`src/rtl/dac_fe_pkg.sv`:
```
package dac_fe_pkg;
  typedef enum logic [1:0] {
    ACT_NONE   = 2'd0,
    ACT_WRITE  = 2'd1,
    ACT_UPDATE = 2'd2,
    ACT_THRU   = 2'd3
  } bus_act_e;
endpackage

```
`src/rtl/dac_strobe_sampler.sv`:
```
module dac_strobe_sampler
  import dac_fe_pkg::*;
#(
  parameter int DATA_W = 8,
  parameter int SEL_W  = 2
) (
  input  logic              clk,
  input  logic              clr_n,
  input  logic [DATA_W-1:0] bus_data,
  input  logic [SEL_W-1:0]  bus_addr,
  input  logic              cs_n,
  input  logic              wr_n,
  input  logic              upd_n,
  output logic [DATA_W-1:0] data_q,
  output logic [SEL_W-1:0]  sel_q,
  output bus_act_e          act
);
  logic cs_q, upd_q, wr_q, wr_prev;
  logic wr_fall;

  // Strobe history resets to "low seen" so a strobe held through clear is not an edge.
  always_ff @(posedge clk or negedge clr_n) begin
    if (!clr_n) begin
      cs_q    <= 1'b1;
      upd_q   <= 1'b1;
      wr_q    <= 1'b0;
      wr_prev <= 1'b0;
      data_q  <= '0;
      sel_q   <= '0;
    end else begin
      cs_q    <= cs_n;
      upd_q   <= upd_n;
      wr_q    <= wr_n;
      wr_prev <= wr_q;
      data_q  <= bus_data;
      sel_q   <= bus_addr;
    end
  end

  assign wr_fall = wr_prev & ~wr_q;

  always_comb begin
    act = ACT_NONE;
    if (wr_fall) begin
      unique case ({cs_q, upd_q})
        2'b01:   act = ACT_WRITE;
        2'b10:   act = ACT_UPDATE;
        2'b00:   act = ACT_THRU;
        default: act = ACT_NONE;
      endcase
    end
  end

  AST_SINGLE_EDGE: assert property (@(posedge clk) disable iff (!clr_n)
    (act != ACT_NONE) |=> (act == ACT_NONE));
endmodule

```
`src/rtl/dac_input_bank.sv`:
```
module dac_input_bank #(
  parameter int DATA_W = 8,
  parameter int HI_W   = 4,
  parameter int NUM_CH = 2,
  localparam int CODE_W = DATA_W + HI_W,
  localparam int SEL_W  = $clog2(NUM_CH) + 1
) (
  input  logic                           clk,
  input  logic                           clr_n,
  input  logic                           wr_en,
  input  logic [SEL_W-1:0]               sel,
  input  logic [DATA_W-1:0]              data,
  output logic [NUM_CH-1:0][CODE_W-1:0]  merged
);
  logic [2*NUM_CH-1:0]          en_vec;
  logic [NUM_CH*CODE_W-1:0]     store_flat;

  for (genvar ch = 0; ch < NUM_CH; ch++) begin : g_ch
    logic [DATA_W-1:0] lo_q;
    logic [HI_W-1:0]   hi_q;
    logic              sel_ch, lo_en, hi_en;

    // Upper select bits pick the channel, bit 0 picks byte (0) or nibble (1).
    assign sel_ch = ((sel >> 1) == SEL_W'(ch));
    assign lo_en  = wr_en & sel_ch & ~sel[0];
    assign hi_en  = wr_en & sel_ch &  sel[0];

    always_ff @(posedge clk or negedge clr_n) begin
      if (!clr_n) begin
        lo_q <= '0;
        hi_q <= '0;
      end else begin
        if (lo_en) lo_q <= data;
        if (hi_en) hi_q <= data[HI_W-1:0];
      end
    end

    // Staged value with this cycle's write folded in, used by pass-through loads.
    assign merged[ch] = {hi_en ? data[HI_W-1:0] : hi_q, lo_en ? data : lo_q};
    assign en_vec[2*ch]     = lo_en;
    assign en_vec[2*ch+1]   = hi_en;
    assign store_flat[ch*CODE_W +: CODE_W] = {hi_q, lo_q};
  end

  AST_ONE_TARGET: assert property (@(posedge clk) disable iff (!clr_n)
    $onehot0(en_vec));

  AST_INPUT_HOLD: assert property (@(posedge clk) disable iff (!clr_n)
    !wr_en |=> $stable(store_flat));
endmodule

```
`src/rtl/dac_hold_bank.sv`:
```
module dac_hold_bank #(
  parameter int CODE_W = 12,
  parameter int NUM_CH = 2
) (
  input  logic                          clk,
  input  logic                          clr_n,
  input  logic                          load,
  input  logic [NUM_CH-1:0][CODE_W-1:0] src,
  output logic [NUM_CH-1:0][CODE_W-1:0] hold
);
  for (genvar ch = 0; ch < NUM_CH; ch++) begin : g_hold
    always_ff @(posedge clk or negedge clr_n) begin
      if (!clr_n)    hold[ch] <= '0;
      else if (load) hold[ch] <= src[ch];
    end
  end

  AST_HOLD_KEEP: assert property (@(posedge clk) disable iff (!clr_n)
    !load |=> $stable(hold));
endmodule

```
`src/rtl/dual_dac_frontend.sv`:
```
module dual_dac_frontend
  import dac_fe_pkg::*;
#(
  parameter int DATA_W = 8,
  parameter int HI_W   = 4,
  localparam int CODE_W = DATA_W + HI_W,
  localparam int NUM_CH = 2,
  localparam int SEL_W  = $clog2(NUM_CH) + 1
) (
  input  logic              clk,
  input  logic              clr_n,
  input  logic [DATA_W-1:0] bus_data,
  input  logic [SEL_W-1:0]  bus_addr,
  input  logic              cs_n,
  input  logic              wr_n,
  input  logic              upd_n,
  output logic [CODE_W-1:0] code_a,
  output logic [CODE_W-1:0] code_b
);
  logic [DATA_W-1:0]               data_q;
  logic [SEL_W-1:0]                sel_q;
  bus_act_e                        act;
  logic                            wr_en, load;
  logic [NUM_CH-1:0][CODE_W-1:0]   merged;
  logic [NUM_CH-1:0][CODE_W-1:0]   hold;

  dac_strobe_sampler #(.DATA_W(DATA_W), .SEL_W(SEL_W)) u_sample (
    .clk(clk), .clr_n(clr_n), .bus_data(bus_data), .bus_addr(bus_addr),
    .cs_n(cs_n), .wr_n(wr_n), .upd_n(upd_n),
    .data_q(data_q), .sel_q(sel_q), .act(act)
  );

  assign wr_en = (act == ACT_WRITE)  || (act == ACT_THRU);
  assign load  = (act == ACT_UPDATE) || (act == ACT_THRU);

  dac_input_bank #(.DATA_W(DATA_W), .HI_W(HI_W), .NUM_CH(NUM_CH)) u_inputs (
    .clk(clk), .clr_n(clr_n), .wr_en(wr_en), .sel(sel_q), .data(data_q),
    .merged(merged)
  );

  dac_hold_bank #(.CODE_W(CODE_W), .NUM_CH(NUM_CH)) u_hold (
    .clk(clk), .clr_n(clr_n), .load(load), .src(merged), .hold(hold)
  );

  assign code_a = hold[0];
  assign code_b = hold[1];

  AST_ZERO_AFTER_CLEAR: assert property (@(posedge clk) disable iff (!clr_n)
    $rose(clr_n) |-> (code_a == '0 && code_b == '0));
endmodule

```
`config.mk`:
```
export PLATFORM = sky130hd
export DESIGN_NAME = dual_dac_frontend
export DESIGN_NICKNAME = d
export VERILOG_FILES = /design/src/rtl/dac_fe_pkg.sv /design/src/rtl/dac_strobe_sampler.sv /design/src/rtl/dac_input_bank.sv /design/src/rtl/dac_hold_bank.sv /design/src/rtl/dual_dac_frontend.sv
export SDC_FILE = /design/constraint.sdc
export NUM_CORES = 1
export LEC_CHECK = 0
export BUFFER_PORTS_ARGS = -buffer_cell sky130_fd_sc_hd__buf_4
export CAP_MARGIN = 40
export CORE_MARGIN = 2
export CORE_UTILIZATION = 49
export DETAILED_ROUTE_END_ITERATION = 12
export GPL_TIMING_DRIVEN = 0
export PLACE_DENSITY = 0.73
export SKIP_CTS_REPAIR_TIMING = 1
export SYNTH_ARGS = -nofsm -noshare
export SYNTH_HDL_FRONTEND = slang
export SYNTH_SLANG_ARGS = --single-unit
export TNS_END_PERCENT = 1
```
`constraint.sdc`:
```
create_clock -name clk -period 1.3 [get_ports clk]
set_input_delay 0.13 -clock clk [delete_from_list [all_inputs] [get_ports clk]]
set_output_delay 0.13 -clock clk [all_outputs]
set_load 0.01 [all_outputs]
```
## Yosys cells after proc, flatten, opt, wreduce, memory -nomap -nowiden

Index checks and enable logic that the tools add are counted.

| operators by class | value |
|---|---|
| bitwise logic cells | 9 |
| eq/ne operators | 5 |
| muxes and demuxes | 6 |
| reduce and logical (&&, ||, !) cells | 4 |

Operators with widths:

| kind | count |
|---|---|
| $mux W8 | 2 |
| $mux W4 | 2 |
| $and A1 B1 Y1 | 7 |
| $eq A2 B2 Y1 const B | 3 |
| $pmux W2 S3 | 1 |
| $eq A2 B1 Y1 const B | 2 |
| $logic_not A2 Y1 | 2 |
| $logic_or A1 B1 Y1 | 2 |
| $mux W2 | 1 |
| $not A1 Y1 | 2 |

| word-level totals | value |
|---|---|
| logic and storage cells | 36 |
| register bits after elaboration | 62 |
| input port bits | 15 |
| output and inout port bits | 24 |

## Depth between registers and ports, before layout

Gate-level depths: netlist of run 1.

| depth | value |
|---|---|
| word-level depth | 8 |
| mapped depth | 4 |
| mapped depth without buffers | 3 |

## Cells and area by module

From an unflattened synthesis of run 1, not the netlist that was laid out.

| second synthesis, totals | value |
|---|---|
| cells, all modules | 121 |
| area total of the unflattened synthesis | 2285.9 um^2 |

Modules (own cells, without submodules):

| module | times used | area an instance (um^2) | cells each | sequential area each (um^2) |
|---|---|---|---|---|
| dac_hold_bank | 1 | 997.2 | 51 | 600.6 |
| dac_input_bank | 1 | 913.4 | 52 | 600.6 |
| dac_strobe_sampler | 1 | 367.9 | 16 | 352.8 |
| dual_dac_frontend | 1 | 7.5 | 2 | 0.0 |

## Worst setup path before layout of run 1

No wires, ideal clock.

| timing path | value |
|---|---|
| path type | register -> register |
| from | register u_sample.wr_q |
| to | register u_hold.hold[0] in the netlist's numbering |
| path slack | -155 ps |
| required time | 1165 ps |
| setup time | 135 ps |
| cell stages (with the launch flop) | 5 |
| arrival | 1320 ps |
| path buffers | 1 |
| clock period less this slack | 1455 ps |
| cells stage by stage | dfrtp_1 > or4b_4 > buf_6 > o21ai_2 > a31oi_1 |

| between the ends | value |
|---|---|
| cells in the longest elaborated chain, start to end | 8 |
| elaborated cells on any way between the ends | 11 |
| those cells by class | 3 x eq/ne; 2 x mux; 4 x bitwise; 2 x reduce/logical |

Ends and longest elaborated chain:

| item | RTL line | source |
|---|---|---|
| start, declared | dac_strobe_sampler.sv:18 | `logic cs_q, upd_q, wr_q, wr_prev;` |
| start signal, assigned | dac_strobe_sampler.sv:33 | `wr_q <= wr_n;` |
| $not A1 Y1 (*) | dac_strobe_sampler.sv:40 | `assign wr_fall = wr_prev & ~wr_q;` |
| $and A1 B1 Y1 (*) | dac_strobe_sampler.sv:40 |  |
| $mux W2 (*) | dac_strobe_sampler.sv:44 | `if (wr_fall) begin` |
| $eq A2 B1 Y1 or $eq A2 B2 Y1 (tied branches) | dual_dac_frontend.sv:33, dual_dac_frontend.sv:34 |  |
| $logic_or A1 B1 Y1 | dual_dac_frontend.sv:33 | `assign wr_en = (act == ACT_WRITE) \|\| (act == ACT_THRU);` |
| $and A1 B1 Y1 (2 in series) | dac_input_bank.sv:25 | `assign lo_en = wr_en & sel_ch & ~sel[0];` |
| $mux W8 | dac_input_bank.sv:39 | `assign merged[ch] = {hi_en ? data[HI_W-1:0] : hi_q, lo_en ? data : lo_q};` |
| end signal, assigned by index | dac_hold_bank.sv:14 | `else if (load) hold[ch] <= src[ch];` |
| end, declared | dac_hold_bank.sv:9 | `output logic [NUM_CH-1:0][CODE_W-1:0] hold` |

Mark *: on every way between the ends. The rest lies on a longest branch, timed or not.
A chain may end at the register's enable or synchronous reset.

## Worst setup path in the final report of run 1

| timing path | value |
|---|---|
| from | register u_sample.wr_q |
| to | register u_hold.hold[8] in the netlist's numbering |

| between the ends | value |
|---|---|
| cells in the longest elaborated chain, start to end | 8 |
| elaborated cells on any way between the ends | 11 |
| those cells by class | 3 x eq/ne; 2 x mux; 4 x bitwise; 2 x reduce/logical |

Ends and longest elaborated chain:

| item | RTL line | source |
|---|---|---|
| $not A1 Y1 (*) | dac_strobe_sampler.sv:40 |  |
| $and A1 B1 Y1 (*) | dac_strobe_sampler.sv:40 |  |
| $mux W2 (*) | dac_strobe_sampler.sv:44 |  |
| $eq A2 B1 Y1 or $eq A2 B2 Y1 (tied branches) | dual_dac_frontend.sv:33, dual_dac_frontend.sv:34 |  |
| $logic_or A1 B1 Y1 | dual_dac_frontend.sv:33 |  |
| $and A1 B1 Y1 (2 in series) | dac_input_bank.sv:26 | `assign hi_en = wr_en & sel_ch & sel[0];` |
| $mux W4 | - |  |

Marked as above.

==> impl_summary.log, run 1 <==
[metrics] result of the run: complete, but fails checks
[metrics] violated checks: setup timing
[metrics] share of the cycle needed by the critical path after routing: 1.18
[metrics] worst setup margin: -0.238 ns
[metrics] Crit path largest cell delay: 0.56 ns
[metrics] depth of the CTS H-tree: 3
[metrics] Detailed Place HPWL: 3340 um
[metrics] maximum clock rate: 0.650 GHz
[metrics] total number of nets in the final design: 287
[metrics] Total Negative Setup Slacks: -6.40 ns
[metrics] multiplexer fraction of the synthesized cell area: 0
[metrics] min-delay worst type: primary input to asynchronous set/reset pin
[metrics] net count after synthesis: 223
[metrics] Chip Height: 73.4 um
[metrics] placed cell areas: 2720 um2
[metrics] Initial Util: 0.503
[metrics] nature of the critical path startpoint: register
[metrics] Syn. warnings: 0
[metrics] worst hold slack after final layout: 0.405 ns
[metrics] total global routing overflow: 0
[metrics] Fin. Hold Viols: 0
[metrics] final clock skew: 0.00963 ns
[metrics] antenna violations before repair: 0
[metrics] number of distinct library cells after synthesis: 23
[metrics] DRT antenna net count: 0
[metrics] clock transition at the registers of the reported paths: 0.06 ns
[metrics] highest fanout seen on the critical path: 10
[metrics] maximum number of pins on one net before global-route repair: 63
[metrics] commonest non-fill, non-tap cells in the layout: 58 x sky130_fd_sc_hd__dfrtp_1, 40 x sky130_fd_sc_hd__buf_4, 40 x sky130_fd_sc_hd__nand2_1, 24 x sky130_fd_sc_hd__nor2_1, 24 x sky130_fd_sc_hd__a31oi_1
[metrics] global-route wire length before repair: 8040 um
[metrics] sequential power share: 0.506
[metrics] via count of the first global-routing pass: 1648
[metrics] Syn Std Cell Area: 2360 um2
[metrics] clock tree sinks: 62
[metrics] weighted congestion reported at the end of routability-driven placement: 0.758
[metrics] Comb power frac: 0.182
[metrics] total setup violations reported at the end of the flow: 43
[metrics] routed len/inst: 15.3 um
[metrics] worst relative slew slack: 0.496
[metrics] Max stage delay cell, worst path: sky130_fd_sc_hd__or4b_4
[metrics] number of enable flip-flop cells after synthesis: 0
[metrics] Critical R2R Launch: u_sample.wr_q
[metrics] dpl ws: -0.414 ns
[metrics] TritonCTS buffer count: 9
[metrics] switching share of power: 0.272
[metrics] VDD IR-drop max: 1.00 mV
[metrics] P per Cell Area: 1560 nW/um2
[metrics] number of rows created at floorplan: 25
[metrics] share of the synthesized area in compound gates (AO/OA/AOI/OAI): 0.130
[metrics] cell family with most CP delay: simple AND/OR/NAND/NOR gates
[metrics] synthesized-area fraction occupied by adder cells: 0
[metrics] Area Overhead vs Synth: 29.3%
[metrics] core area: 4690 um2
[metrics] post-route cell area: 3050 um2
[metrics] deepest clock path buffer count: 2
[metrics] iteration count of the initial detailed-routing pass: 4
[metrics] number of buffer and inverter stages on the critical path: 1
[metrics] clock network power share: 0.311
[metrics] unrepaired setup endpoints after global routing: true
[metrics] most common cell after layout, fill and taps aside: sky130_fd_sc_hd__dfrtp_1
[metrics] via total after detailed routing: 1754
[metrics] share of post-route cells with drive strength above 1: 0.308
[metrics] port bufs: 38
[metrics] via density per instance: 5.32
[metrics] global routing usage summed across all routing layers: 0.206
[metrics] cell-by-cell trace of the critical path: or4b_4 -> buf_12 -> o21ai_2 -> a31oi_1
[metrics] count of state elements after synthesis: 62
[metrics] reg-to-reg setup timing slack: -0.24 ns
[metrics] combinational family with the most area after synthesis: simple AND/OR/NAND/NOR gates
[metrics] Worst setup startpoint: u_sample.wr_q
[metrics] number of maximum-capacitance violations: 0
[metrics] leading register cell type out of synthesis: sky130_fd_sc_hd__dfrtp_1
[metrics] area share of xor/xnor cells in the synthesized design: 0
[metrics] drt initial violations: 117
[metrics] die area: 5390 um2
[metrics] sequential share of the synthesized area: 0.659
[metrics] category of the most critical setup path: register to register
[metrics] share of flip-flops with an asynchronous set or reset: 1.00
[metrics] number of antenna cells inserted: 0
[metrics] Residual DRC: 0
[metrics] Placed Instances: 300
[metrics] die extent in x: 73.4 um
[metrics] required time of the worst setup path: 1.51 ns
[metrics] total length of routed wires: 5060 um
[metrics] clock period minus final worst setup slack: 1.54 ns
[metrics] max-slew violation count: 0
[metrics] Leakage Power: 1.43 nW
[metrics] clock network latency to the later pin of the worst-skew pair: 0.34 ns
[metrics] final cell count without fillers: 330
[metrics] post-synthesis simple-gate area fraction: 0.170
[metrics] CTS Root Buffer Type: sky130_fd_sc_hd__clkbuf_8
[metrics] synthesized area per cell: 11.3 um2
[metrics] I/O pin cnt: 39
[metrics] transition time of the tightest slew-check pin: 0.756 ns
[metrics] cell-internal power: 3.47 mW
[metrics] CTS tree: built
[metrics] Worst EP arrival: 1.75 ns
[metrics] gate count of the mapped netlist: 208
[metrics] Switching Power: 1.30 mW
[metrics] category of the worst setup path capture point: register
==> cell type report <==
cell class / count / area (um2)
sequential: 62 / 1560
multi-input combinational: 133 / 708
clock inverter: 4 / 22.5
timing repair buffer: 53 / 433
inverter: 1 / 3.75
fill: 377 / 1640
buffer: 12 / 109
tap: 54 / 67.6
clock buffer: 11 / 151
==> sequential cells by signal (all words and copies together) (netlist names) <==
| name | cells |
|---|---|
| u_sample.cs_q | 1 |
| u_inputs.g_ch.lo_q | 16 |
| u_sample.sel_q | 2 |
| u_sample.wr_q | 1 |
| u_sample.data_q | 8 |
| u_sample.upd_q | 1 |
| u_hold.hold | 24 |
| u_inputs.g_ch.hi_q | 8 |
| u_sample.wr_prev | 1 |
==> per-stage QoR <==
| step | power [mW] | utilization |
|---|---|---|
| after floorplan | 2.86 | - |
| after global placement | 3.24 | 0.579 |
| after detailed placement | 3.28 | 0.579 |
| after CTS | 4.76 | 0.616 |
| after global routing | 5.00 | 0.650 |
| final | 4.76 | 0.650 |
==> synthesized netlist by cell type (all sizes together), types with 2 or more instances <==
cell    number  area (um2)
nand3        8        40.0
nor2b        8        50.1
a31oi       24         150
clkbuf       8        65.1
dfstp        2        52.6
nand2       40         150
dfrtp       60        1500
o21ai       24         158
buf          4        28.8
nor2        24        90.1
==> worst paths after layout <==
kind / endpoint / cells past startpoint
hold reg to reg: u_inputs.g_ch[0].hi_q[0] / 2
max in group asynchronous: u_sample.sel_q[0] / 2
setup reg to reg: u_hold.hold[8] / 4
hold / removal: u_inputs.g_ch[1].lo_q[7] / 2
min in group clk: u_sample.data_q[5] / 2
setup / recovery: u_hold.hold[8] / 4
==> per-layer routing <==
| layer | wire length, um | part of all wire | GRT usage | vias up |
|---|---|---|---|---|
| li1 | - | - | - | 844 |
| met1 | 2270 | 0.45 | 0.280 | 851 |
| met2 | 2420 | 0.48 | 0.306 | 49 |
| met3 | 231 | 0.046 | 0.0412 | 10 |
| met4 | 138 | 0.027 | 0.129 | 0 |
| met5 | 0 | 0 | 0 | - |
==> power by group through the flow <==
stage          clock [mW]  sequential, mW  combinational, mW
6_report             1.48            2.41              0.868
5_1_grt              1.59            2.44              0.974
4_1_cts              1.51            2.41              0.839
3_5_place_dp            0            2.44              0.832
3_3_place_gp            0            2.43              0.807
2_1_floorplan           0            2.48              0.375
==> cell families after synthesis <==
| family | count (synthesis) |
|---|---|
| compound gates | 48 |
| simple gates | 85 |
| buf+inv | 13 |
| flops | 62 |
No activity file was read; power rests on OpenSTA's default activity.
==> inputs of run 2 (changes only) <==
--- a/config.mk
+++ b/config.mk
@@ -11,7 +11,7 @@
 export CORE_UTILIZATION = 49
 export DETAILED_ROUTE_END_ITERATION = 12
 export GPL_TIMING_DRIVEN = 0
-export PLACE_DENSITY = 0.73
+export PLACE_DENSITY = 0.79
 export SKIP_CTS_REPAIR_TIMING = 1
 export SYNTH_ARGS = -nofsm -noshare
 export SYNTH_HDL_FRONTEND = slang
==> impl_summary.log, run 2 (synthesis results as in run 1) <==
[metrics] Worst EP arrival: 1.73 ns (-0.02 ns)
[metrics] share of the cycle needed by the critical path after routing: 1.17 (-0.0108)
[metrics] weighted congestion reported at the end of routability-driven placement: 0.776 (+2.4%)
[metrics] final cell count without fillers: 329 (-0.30%)
[metrics] most common cell after layout, fill and taps aside: sky130_fd_sc_hd__dfrtp_1
[metrics] min-delay worst type: primary input to asynchronous set/reset pin
[metrics] Placed Instances: 300 (unchanged)
[metrics] Fin. Hold Viols: 0 (unchanged)
[metrics] commonest non-fill, non-tap cells in the layout: 58 x sky130_fd_sc_hd__dfrtp_1, 40 x sky130_fd_sc_hd__buf_4, 39 x sky130_fd_sc_hd__nand2_1, 24 x sky130_fd_sc_hd__nor2_1, 24 x sky130_fd_sc_hd__a31oi_1
[metrics] global routing usage summed across all routing layers: 0.202 (-0.00400)
[metrics] worst setup margin: -0.224 ns (+0.0140 ns)
[metrics] via density per instance: 5.41 (+1.8%)
[metrics] largest registers: u_hold.hold: 24 flops, u_inputs.g_ch.lo_q: 16 flops
[metrics] Register-to-Register Path Depth: 4 (unchanged)
[metrics] antenna violations before repair: 0 (unchanged)
[metrics] port bufs: 38 (unchanged)
[metrics] deepest clock path buffer count: 2 (unchanged)
[metrics] result of the run: complete, but fails checks
[metrics] Initial Util: 0.503 (unchanged)
[metrics] Detailed Place HPWL: 3140 um (-6.0%)
[metrics] maximum number of pins on one net before global-route repair: 63 (unchanged)
[metrics] VDD IR-drop max: 1.02 mV (+1.7%)
[metrics] reg-to-reg setup timing slack: -0.22 ns (about the same)
[metrics] global-route wire length before repair: 7950 um (-1.1%)
[metrics] CTS tree: built
[metrics] routed len/inst: 15.1 um (-1.6%)
[metrics] Reg2Reg Capture Point: u_hold.hold[0]
[metrics] max-slew violation count: 0 (unchanged)
[metrics] Leakage Power: 1.43 nW (+0.39%)
[metrics] last element of the critical path: u_hold.hold[0]
[metrics] unrepaired setup endpoints after global routing: true
[metrics] transition time of the tightest slew-check pin: 0.745 ns (-0.0111 ns)
[metrics] maximum clock rate: 0.656 GHz (+0.92%)
[metrics] iteration count of the initial detailed-routing pass: 4 (unchanged)
[metrics] I/O pin cnt: 39 (unchanged)
[metrics] worst relative slew slack: 0.503 (+0.00738)
[metrics] core area: 4690 um2 (unchanged)
[metrics] category of the worst setup path capture point: register
[metrics] clock network latency to the later pin of the worst-skew pair: 0.33 ns (about the same)
[metrics] total global routing overflow: 0 (unchanged)
[metrics] Chip Height: 73.4 um (unchanged)
[metrics] via count of the first global-routing pass: 1636 (-0.73%)
[metrics] placed cell areas: 2720 um2 (unchanged)
[metrics] via total after detailed routing: 1780 (+1.5%)
[metrics] nature of the critical path startpoint: register
[metrics] final clock skew: 0.0127 ns (+0.00307 ns)
[metrics] final standard cell utilization of the core: 0.655 (+0.00453)
[metrics] Worst setup startpoint: u_sample.wr_q
[metrics] clock transition at the registers of the reported paths: 0.07 ns (about the same)
[metrics] die extent in x: 73.4 um (unchanged)
[metrics] worst hold slack after final layout: 0.408 ns (+0.00367 ns)
[metrics] drt initial violations: 141 (+21%)
[metrics] number of antenna cells inserted: 0 (unchanged)
[metrics] required time of the worst setup path: 1.51 ns (about the same)
[metrics] Residual DRC: 0 (unchanged)
[metrics] clock period minus final worst setup slack: 1.52 ns (-0.0140 ns)
[metrics] Area Overhead vs Synth: 30.2%
[metrics] share of post-route cells with drive strength above 1: 0.309 (+0.00112)
[metrics] number of maximum-capacitance violations: 0 (unchanged)
[metrics] TritonCTS buffer count: 9 (unchanged)
[metrics] top register by number of flip-flops: u_hold.hold
[metrics] post-route cell area: 3070 um2 (+0.70%)
[metrics] number of rows created at floorplan: 25 (unchanged)
[metrics] highest fanout seen on the critical path: 10 (unchanged)
[metrics] flip-flop count of the largest register, all copies and words added: 24 (unchanged)
[metrics] violated checks: setup timing
[metrics] P per Cell Area: 1620 nW/um2 (+3.6%)
[metrics] total number of nets in the final design: 286 (-0.35%)
[metrics] Total Negative Setup Slacks: -6.11 ns (+0.290 ns)
[metrics] total setup violations reported at the end of the flow: 42 (-2.3%)
[metrics] clock tree sinks: 62 (unchanged)
[metrics] die area: 5390 um2 (unchanged)
[metrics] depth of the CTS H-tree: 3 (unchanged)
[metrics] CTS Root Buffer Type: sky130_fd_sc_hd__clkbuf_8
[metrics] DRT antenna net count: 0 (unchanged)
[metrics] Critical R2R Launch: u_sample.wr_q
[metrics] total length of routed wires: 4960 um (-1.9%)
[metrics] category of the most critical setup path: register to register
## run 2: final cells by class
type	instances	area, um2
multi-input cells	133	714
well taps	54	67.6
clock buffers	12	155
repair buffers	52	425
clock inverters	3	43.8
inverters	1	3.75
fillers	346	1620
flip-flops and latches	62	1560
plain buffers	12	106
## run 2: critical path: stages, from the launching register on
cell and delay, ns:
sky130_fd_sc_hd__dfrtp_2 0.44, sky130_fd_sc_hd__or4b_4 0.55, sky130_fd_sc_hd__buf_8 0.17, sky130_fd_sc_hd__o21ai_2 0.14, sky130_fd_sc_hd__a31oi_1 0.10
## run 2: how the worst min path moves through the flow
stage | cells past startpoint | slack [ns] | startpoint | endpoint
final | 2 | 0.41 | clr_n | u_hold.hold[22]
after global routing | 2 | 0.44 | bus_data[0] | u_sample.data_q[0]
after CTS | 1 | -0.11 | bus_data[7] | u_sample.data_q[7]
after detailed placement | 1 | 0.24 | bus_data[7] | u_sample.data_q[7]
after global placement | 1 | 0.24 | bus_data[4] | u_sample.data_q[4]
after floorplan | 0 | -0.17 | clr_n | u_hold.hold[0]
## run 2: metrics by stage
| stage | worst slack, ns | power, mW |
|---|---|---|
| 2_1_floorplan | -0.140 | 2.86 |
| 3_3_place_gp | -0.330 | 3.24 |
| 3_5_place_dp | -0.343 | 3.27 |
| 4_1_cts | -0.397 | 4.95 |
| 5_1_grt | -0.297 | 5.21 |
| 6_report | -0.224 | 4.97 |
## run 2: power by group
group	switching [mW]	total, mW	internal, mW	leakage (nW)
logic	0.432	0.867	0.435	0.591
registers	0.161	2.42	2.25	0.741
clock network	0.704	1.68	0.980	0.102
total	1.30	4.97	3.67	1.43
## run 2: layer usage
layer | up-vias | wire, um | track usage
li1 | 841 | - | -
met1 | 872 | 2180 | 0.280
met2 | 57 | 2430 | 0.291
met3 | 10 | 240 | 0.0521
met4 | 0 | 112 | 0.115
met5 | - | 0 | 0
